--- config.mk ---
export PLATFORM = sky130hd
export DESIGN_NAME = ind_bridge
export DESIGN_NICKNAME = d
export VERILOG_FILES = /design/src/rtl/ind_bridge_pkg.sv /design/src/rtl/ind_bridge_seq.sv /design/src/rtl/ind_bridge_regs.sv /design/src/rtl/ind_bridge_irq.sv /design/src/rtl/ind_bridge.sv
export SDC_FILE = /design/constraint.sdc
export NUM_CORES = 1
export LEC_CHECK = 0
export ABC_AREA = 1
export BUFFER_PORTS_ARGS = -buffer_cell sky130_fd_sc_hd__buf_4
export CAP_MARGIN = 20
export CORE_MARGIN = 4
export CORE_UTILIZATION = 59
export DETAILED_ROUTE_END_ITERATION = 10
export GPL_TIMING_DRIVEN = 1
export PLACE_DENSITY = 0.85
export SLEW_MARGIN = 20
export SYNTH_ARGS = -nofsm -noshare
export SYNTH_HDL_FRONTEND = slang
export SYNTH_SLANG_ARGS = --single-unit
export TNS_END_PERCENT = 1
--- constraint.sdc ---
create_clock -name clk_i -period 2.6 [get_ports clk_i]
set_input_delay 0.26 -clock clk_i [delete_from_list [all_inputs] [get_ports clk_i]]
set_output_delay 0.26 -clock clk_i [all_outputs]
set_load 0.05 [all_outputs]
--- src/rtl/ind_bridge_pkg.sv ---
package ind_bridge_pkg;
  // word index of each host register (byte offset / 4)
  localparam logic [2:0] W_ID   = 3'd0;
  localparam logic [2:0] W_CTRL = 3'd1;
  localparam logic [2:0] W_LDAT = 3'd2;
  localparam logic [2:0] W_UDAT = 3'd3;
  localparam logic [2:0] W_IEN  = 3'd4;
  localparam logic [2:0] W_IFLG = 3'd5;

  localparam int unsigned B_BUSY = 31;
  localparam int unsigned B_DIR  = 24;
  localparam logic [31:0] CMD_MASK = 32'h03FF_00FF;

  localparam int unsigned IRQ_N = 2;
  localparam int unsigned I_BRG = 0;
  localparam int unsigned I_INT = 1;
endpackage

--- src/rtl/ind_bridge_seq.sv ---
module ind_bridge_seq #(
  parameter int unsigned ACC_CYC = 4,
  parameter int unsigned STB_AT  = 1,
  parameter int unsigned AB      = 8,
  parameter int unsigned DB      = 8
) (
  input  logic          clk_i,
  input  logic          rst_ni,
  input  logic          start_i,
  input  logic          st_we_i,
  input  logic [AB-1:0] st_addr_i,
  input  logic [DB-1:0] st_byte_i,
  output logic          busy_o,
  output logic          done_rd_o,
  output logic [DB-1:0] rd_byte_o,
  output logic [AB-1:0] ib_addr_o,
  output logic [DB-1:0] ib_wdata_o,
  output logic          ib_we_o,
  output logic          ib_stb_o,
  input  logic [DB-1:0] ib_rdata_i
);
  localparam int unsigned CW = (ACC_CYC > 2) ? $clog2(ACC_CYC) : 1;
  localparam logic [CW-1:0] LAST = CW'(ACC_CYC - 1);
  localparam logic [CW-1:0] STB  = CW'(STB_AT);

  logic          busy_q, we_q;
  logic [CW-1:0] cnt_q;
  logic [AB-1:0] addr_q;
  logic [DB-1:0] byte_q;

  always_ff @(posedge clk_i or negedge rst_ni) begin
    if (!rst_ni) begin
      busy_q <= 1'b0;
      we_q   <= 1'b0;
      cnt_q  <= '0;
      addr_q <= '0;
      byte_q <= '0;
    end else if (!busy_q) begin
      if (start_i) begin
        busy_q <= 1'b1;
        cnt_q  <= '0;
        we_q   <= st_we_i;
        addr_q <= st_addr_i;
        byte_q <= st_byte_i;
      end
    end else if (cnt_q == LAST) begin
      busy_q <= 1'b0;
      cnt_q  <= '0;
    end else begin
      cnt_q <= cnt_q + 1'b1;
    end
  end

  assign busy_o     = busy_q;
  assign ib_stb_o   = busy_q && (cnt_q == STB);
  assign ib_we_o    = busy_q && we_q;
  assign ib_addr_o  = addr_q;
  assign ib_wdata_o = byte_q;
  assign done_rd_o  = busy_q && (cnt_q == LAST) && !we_q;
  assign rd_byte_o  = ib_rdata_i;

  // one strobe per transfer, never in the first busy cycle
  a_r5_one_stb: assert property (@(posedge clk_i) disable iff (!rst_ni)
    ib_stb_o |=> !ib_stb_o);
  a_r5_stb_late: assert property (@(posedge clk_i) disable iff (!rst_ni)
    ib_stb_o |-> $past(busy_q));
  // busy ends only after the last access cycle
  a_r3_len: assert property (@(posedge clk_i) disable iff (!rst_ni)
    $fell(busy_q) |-> $past(cnt_q) == LAST);
  // a transfer in flight keeps its target
  a_r6_addr_hold: assert property (@(posedge clk_i) disable iff (!rst_ni)
    busy_q |=> $stable(addr_q));
endmodule

--- src/rtl/ind_bridge_regs.sv ---
module ind_bridge_regs
  import ind_bridge_pkg::*;
#(
  parameter int unsigned AW       = 5,
  parameter logic [31:0] ID_VALUE = 32'h5A1B_0001,
  parameter int unsigned AB       = 8,
  parameter int unsigned DB       = 8
) (
  input  logic             clk_i,
  input  logic             rst_ni,
  input  logic             req_i,
  input  logic             we_i,
  input  logic [AW-1:0]    addr_i,
  input  logic [31:0]      wdata_i,
  output logic [31:0]      rdata_o,
  input  logic             busy_i,
  input  logic             done_rd_i,
  input  logic [DB-1:0]    rd_byte_i,
  input  logic [IRQ_N-1:0] flag_i,
  output logic [IRQ_N-1:0] ien_o,
  output logic [IRQ_N-1:0] fclr_o,
  output logic             drop_o,
  output logic             start_o,
  output logic             st_we_o,
  output logic [AB-1:0]    st_addr_o,
  output logic [DB-1:0]    st_byte_o
);
  localparam int unsigned IW = AW - 2;

  logic [IW-1:0]    widx;
  logic             wr, acc;
  logic             hit_ctrl, hit_ldat, hit_udat, hit_ien, hit_iflg;
  logic [31:0]      ctrl_q, ldat_q, udat_q;
  logic [IRQ_N-1:0] ien_q;

  assign widx     = addr_i[AW-1:2];
  assign hit_ctrl = (widx == IW'(W_CTRL));
  assign hit_ldat = (widx == IW'(W_LDAT));
  assign hit_udat = (widx == IW'(W_UDAT));
  assign hit_ien  = (widx == IW'(W_IEN));
  assign hit_iflg = (widx == IW'(W_IFLG));

  assign wr     = req_i && we_i;
  assign acc    = wr && !busy_i;
  assign drop_o = wr && busy_i && (hit_ctrl || hit_ldat || hit_udat);

  // read starts on the command, write starts on the data
  assign start_o   = acc && ((hit_ctrl && wdata_i[B_DIR]) ||
                             (hit_ldat && !ctrl_q[B_DIR]));
  assign st_we_o   = hit_ldat;
  assign st_addr_o = hit_ctrl ? wdata_i[AB-1:0] : ctrl_q[AB-1:0];
  assign st_byte_o = wdata_i[DB-1:0];
  assign fclr_o    = (wr && hit_iflg) ? wdata_i[IRQ_N-1:0] : '0;
  assign ien_o     = ien_q;

  always_ff @(posedge clk_i or negedge rst_ni) begin
    if (!rst_ni) begin
      ctrl_q <= '0;
      ldat_q <= '0;
      udat_q <= '0;
      ien_q  <= '0;
    end else begin
      if (acc && hit_ctrl) ctrl_q <= wdata_i & CMD_MASK;
      if (done_rd_i)             ldat_q <= {{(32-DB){1'b0}}, rd_byte_i};
      else if (acc && hit_ldat)  ldat_q <= wdata_i;
      if (acc && hit_udat) udat_q <= wdata_i;
      if (wr && hit_ien)   ien_q  <= wdata_i[IRQ_N-1:0];
    end
  end

  always_comb begin
    rdata_o = '0;
    if      (widx == IW'(W_ID))  rdata_o = ID_VALUE;
    else if (hit_ctrl)           rdata_o = ctrl_q | (32'(busy_i) << B_BUSY);
    else if (hit_ldat)           rdata_o = ldat_q;
    else if (hit_udat)           rdata_o = udat_q;
    else if (hit_ien)            rdata_o = {{(32-IRQ_N){1'b0}}, ien_q};
    else if (hit_iflg)           rdata_o = {{(32-IRQ_N){1'b0}}, flag_i};
  end

  // command and upper word frozen during a transfer
  a_r6_ctrl_hold: assert property (@(posedge clk_i) disable iff (!rst_ni)
    busy_i |=> $stable(ctrl_q));
  a_r6_udat_hold: assert property (@(posedge clk_i) disable iff (!rst_ni)
    busy_i |=> $stable(udat_q));
  // unused control bits never become set
  a_r2_ctrl_mask: assert property (@(posedge clk_i) disable iff (!rst_ni)
    (ctrl_q & ~CMD_MASK) == 32'h0);
endmodule

--- src/rtl/ind_bridge_irq.sv ---
module ind_bridge_irq
  import ind_bridge_pkg::*;
(
  input  logic             clk_i,
  input  logic             rst_ni,
  input  logic             ext_i,
  input  logic             drop_i,
  input  logic [IRQ_N-1:0] clr_i,
  input  logic [IRQ_N-1:0] en_i,
  output logic [IRQ_N-1:0] flag_o,
  output logic             irq_o
);
  logic             prev_q;
  logic [IRQ_N-1:0] flag_q, set;

  always_comb begin
    set        = '0;
    set[I_BRG] = drop_i;
    set[I_INT] = ext_i && !prev_q;
  end

  always_ff @(posedge clk_i or negedge rst_ni) begin
    if (!rst_ni) begin
      prev_q <= 1'b0;
      flag_q <= '0;
    end else begin
      prev_q <= ext_i;
      flag_q <= (flag_q & ~clr_i) | set;  // set wins over clear
    end
  end

  assign flag_o = flag_q;
  assign irq_o  = |(flag_q & en_i);

  // edge on the internal line is recorded
  a_r7_edge_sets: assert property (@(posedge clk_i) disable iff (!rst_ni)
    (ext_i && !prev_q) |=> flag_q[I_INT]);
  // dropped host write is recorded
  a_r6_drop_sets: assert property (@(posedge clk_i) disable iff (!rst_ni)
    drop_i |=> flag_q[I_BRG]);
  // flags are sticky until written with 1
  a_r8_sticky: assert property (@(posedge clk_i) disable iff (!rst_ni)
    (flag_q[I_BRG] && !clr_i[I_BRG]) |=> flag_q[I_BRG]);
endmodule

--- src/rtl/ind_bridge.sv ---
module ind_bridge
  import ind_bridge_pkg::*;
#(
  parameter int unsigned AW       = 5,
  parameter logic [31:0] ID_VALUE = 32'h5A1B_0001,
  parameter int unsigned AB       = 8,
  parameter int unsigned DB       = 8,
  parameter int unsigned ACC_CYC  = 4,
  parameter int unsigned STB_AT   = 1
) (
  input  logic          clk_i,
  input  logic          rst_ni,
  input  logic          req_i,
  input  logic          we_i,
  input  logic [AW-1:0] addr_i,
  input  logic [31:0]   wdata_i,
  output logic [31:0]   rdata_o,
  output logic          irq_o,
  output logic [AB-1:0] ib_addr_o,
  output logic [DB-1:0] ib_wdata_o,
  output logic          ib_we_o,
  output logic          ib_stb_o,
  input  logic [DB-1:0] ib_rdata_i,
  input  logic          ib_irq_i
);
  logic             busy, done_rd, drop, start, st_we;
  logic [DB-1:0]    rd_byte, st_byte;
  logic [AB-1:0]    st_addr;
  logic [IRQ_N-1:0] flag, ien, fclr;

  ind_bridge_regs #(.AW(AW), .ID_VALUE(ID_VALUE), .AB(AB), .DB(DB)) u_regs (
    .clk_i, .rst_ni, .req_i, .we_i, .addr_i, .wdata_i, .rdata_o,
    .busy_i(busy), .done_rd_i(done_rd), .rd_byte_i(rd_byte),
    .flag_i(flag), .ien_o(ien), .fclr_o(fclr), .drop_o(drop),
    .start_o(start), .st_we_o(st_we), .st_addr_o(st_addr), .st_byte_o(st_byte)
  );

  ind_bridge_seq #(.ACC_CYC(ACC_CYC), .STB_AT(STB_AT), .AB(AB), .DB(DB)) u_seq (
    .clk_i, .rst_ni, .start_i(start), .st_we_i(st_we), .st_addr_i(st_addr),
    .st_byte_i(st_byte), .busy_o(busy), .done_rd_o(done_rd), .rd_byte_o(rd_byte),
    .ib_addr_o, .ib_wdata_o, .ib_we_o, .ib_stb_o, .ib_rdata_i
  );

  ind_bridge_irq u_irq (
    .clk_i, .rst_ni, .ext_i(ib_irq_i), .drop_i(drop), .clr_i(fclr),
    .en_i(ien), .flag_o(flag), .irq_o
  );
endmodule

==> results.json <==
{
  "antenna_found_initial": 0,
  "crit_arrival_ns": 1.89,
  "finalSetupViolations": 0,
  "yosys_warnings": 0,
  "gp_congestion": 0.9223,
  "final_max_slew_viol_count": 0,
  "clkTransAtPathRegs_ns": 0.10,
  "outcome": "finished clean",
  "dp_cells": 757,
  "fin_nets": 720,
  "syn-num-nets": 629,
  "cts_buffers": 9,
  "power_density_nw_per_um2": 992.2,
  "io-pin-count": 101,
  "finish.instance_area_um2": 5878,
  "io_buffer_count": 98,
  "final-seq-area_um2": 2678,
  "cts.sinks": 107,
  "finalSetupTns_ns": 0,
  "drt_iter0_drc": 266,
  "hold_violations": 0,
  "chipHeight_um": 99.12,
  "async_flop_share_pct": 100.0,
  "postPlaceCellArea_um2": 5669,
  "skew_ns": 0.01371,
  "min_path_type": "input port to flop",
  "syn_inst": 577,
  "path_class": "input port to output port",
  "yosysSeqAreaShare_pct": 54.66,
  "synth_commonest_cells": "nand2_1, dfrtp_1, inv_1, o21ai_0, o21ai_1",
  "yosysMostFrequentCell": "nand2_1",
  "diodes": 0,
  "drc": 0,
  "grt.overflow.total": 0,
  "layout.cells.non_filler": 774,
  "syn_to_final_growth_pct": 20.00,
  "synth.top_cell.area_share_pct": 54.66,
  "vias_per_cell": 5.522,
  "synth_area_um2": 4898,
  "post_cts_resize_count": 0,
  "coreArea_um2": 7888,
  "period_share_pct": 82.65,
  "cp.required_ns": 2.34,
  "multi_input_area_um2": 1744,
  "grt_pass1_wl_um": 19950,
  "wire_per_inst_um": 15.26,
  "synth_area_per_cell_um2": 8.490,
  "grt_usage_pct": 25.17,
  "rsz0062_at_grt": "false",
  "ys_ff_latch": 107,
  "worst_setup_path_end_kind": "output port",
  "grt_start_max_net_pins": 65,
  "maxCapViolations": 0,
  "crit_path_start_kind": "input port",
  "fill_cells": 566,
  "htreeDepth": 3,
  "drt_pass1_iterations": 7,
  "drt-total-wl_um": 11810,
  "max_freq_mhz": 465.3,
  "min_period_ns": 2.149,
  "cts_root_buf": "clkbuf_8",
  "placementRows": 32,
  "min_delay_path_depth": 3,
  "tightest_slew_ns": 0.7603,
  "max-vdd-ir-drop_v": 0.0006106,
  "start_util_pct": 62.10,
  "clk_latency_ns": 0.36,
  "ys.flop_type": "dfrtp_1",
  "num_vias": 4274,
  "path_max_fanout": 21,
  "postRouteAntennaNets": 0,
  "hpwl_um": 7939,
  "synth_cell_types": 26,
  "yosys-top-cells-area": "dfrtp_1, nand2_1, o21ai_0, inv_1, o22ai_1",
  "synth-edff-count": 0,
  "worstRegToRegCells": 5,
  "drive_above_1_share_pct": 20.98,
  "slew_headroom_pct": 49.19,
  "tritoncts": "built",
  "die-area_um2": 9824,
  "die_w_um": 99.12,
  "cts.path.max_buffers": 2,
  "grt_pass1_vias": 4182,
  "synth_top_area_cell": "dfrtp_1",
  "leakagePower_uw": 0.003086
}
-- placed cells by master, fill, tap and decap left out --
master         instances
buf_4                106
o21ai_0               63
o22ai_1               24
inv_1                 77
nor2_4                 3
a21oi_1                6
inv_2                  4
ha_1                   2
o211ai_1              16
clkbuf_8               9
nor3b_1                1
bufinv_16              1
nand2_4                3
nand4_1                4
a21oi_2                1
nand2_2                4
buf_12                 1
dfrtp_1              107
or2_2                  2
a22o_1                 1
clkinvlp_4             1
nand2_1              166
nand3_2                2
clkinv_2               2
nand3_1               21
o221ai_1               2
dlygate4sd3_1          2
nor2_1                10
o21ai_1               29
inv_6                  2
-- per-stage QoR --
stage | setup WS, ns | hold WS [ns] | utilization, % | total power (µW)
after global placement | 0.4666 | 0.2390 | 71.88 | 4752
after floorplan | 0.3396 | -0.03559 | - | 4163
after CTS | 0.4710 | 0.1510 | 74.52 | 5853
after global routing | 0.3671 | 0.1584 | 74.52 | 6222
after detailed placement | 0.4579 | 0.2471 | 71.88 | 4856
final | 0.4510 | 0.1604 | 74.52 | 5832
-- layout make-up --
type / count / area share [%]
Clock buffer: 9 / 2.107
Timing Repair Buffer: 109 / 14.22
Clock inverter: 6 / 1.107
Sequential cell: 107 / 45.55
Inverter: 81 / 5.172
Tap cell: 102 / 2.171
Multi-Input combinational cell: 360 / 29.67
-- worst max-delay path: stages --
cell	delay [ns]
buf_4	0.09
inv_2	0.07
nor2_1	0.15
nand2_1	0.46
buf_4	0.37
o211ai_1	0.22
buf_4	0.24
-- flip-flops by register name (all words and copies together), names as in the netlist --
register and cells:
u_irq.flag_o 2, u_irq.prev_q 1, u_regs.ctrl_q 18, u_regs.ien_o 2, u_regs.ldat_q 32, u_regs.udat_q 32
u_seq.busy_o 1, u_seq.cnt_q 2, u_seq.ib_addr_o 8, u_seq.ib_wdata_o 8, u_seq.we_q 1
-- metal layers --
metal | vias up | routed length [µm] | track usage (%)
met5 | - | 0 | 0
met4 | 0 | 261 | 9.874
met3 | 26 | 762 | 4.348
met2 | 177 | 5853 | 40.81
met1 | 2023 | 4933 | 34.07
li1 | 2048 | - | -
-- repair_timing --
| action | CTS | global route |
|---|---|---|
| hold buffers | 2 | 0 |
| buffers inserted | 0 | 0 |
| hold endpoints to repair | 34 | 0 |
-- worst paths after layout --
check                                          to      startpoint  slack, ns
worst max-delay path                  rdata_o[20]       addr_i[3]       0.45
worst min-delay path            u_regs.udat_q[29]     wdata_i[29]       0.16
worst max register to register   u_regs.ldat_q[4]  u_seq.cnt_q[0]       0.69
worst min register to register    u_irq.flag_o[1]    u_irq.prev_q       0.43
max in group asynchronous       u_regs.ldat_q[30]          rst_ni       1.45
min in group asynchronous        u_regs.ldat_q[7]          rst_ni       0.38
-- logic make-up after synthesis --
| kind of cell | count (synthesis) | share of synthesized area (%) |
|---|---|---|
| AO/OA/AOI/OAI | 142 | 16.25 |
| flip-flops | 107 | 54.66 |
| adder cells (fa/ha/maj) | 2 | 0.5108 |
| AND/OR/NAND/NOR | 216 | 18.85 |
| buffers and inverters | 110 | 9.732 |
-- power by group --
group	internal, µW	switching, µW	leakage, µW
sequential	2310	339	0.00136
clock	444	555	0.0000959
combinational	723	1460	0.00163
Power figures use the tool's default switching activity.
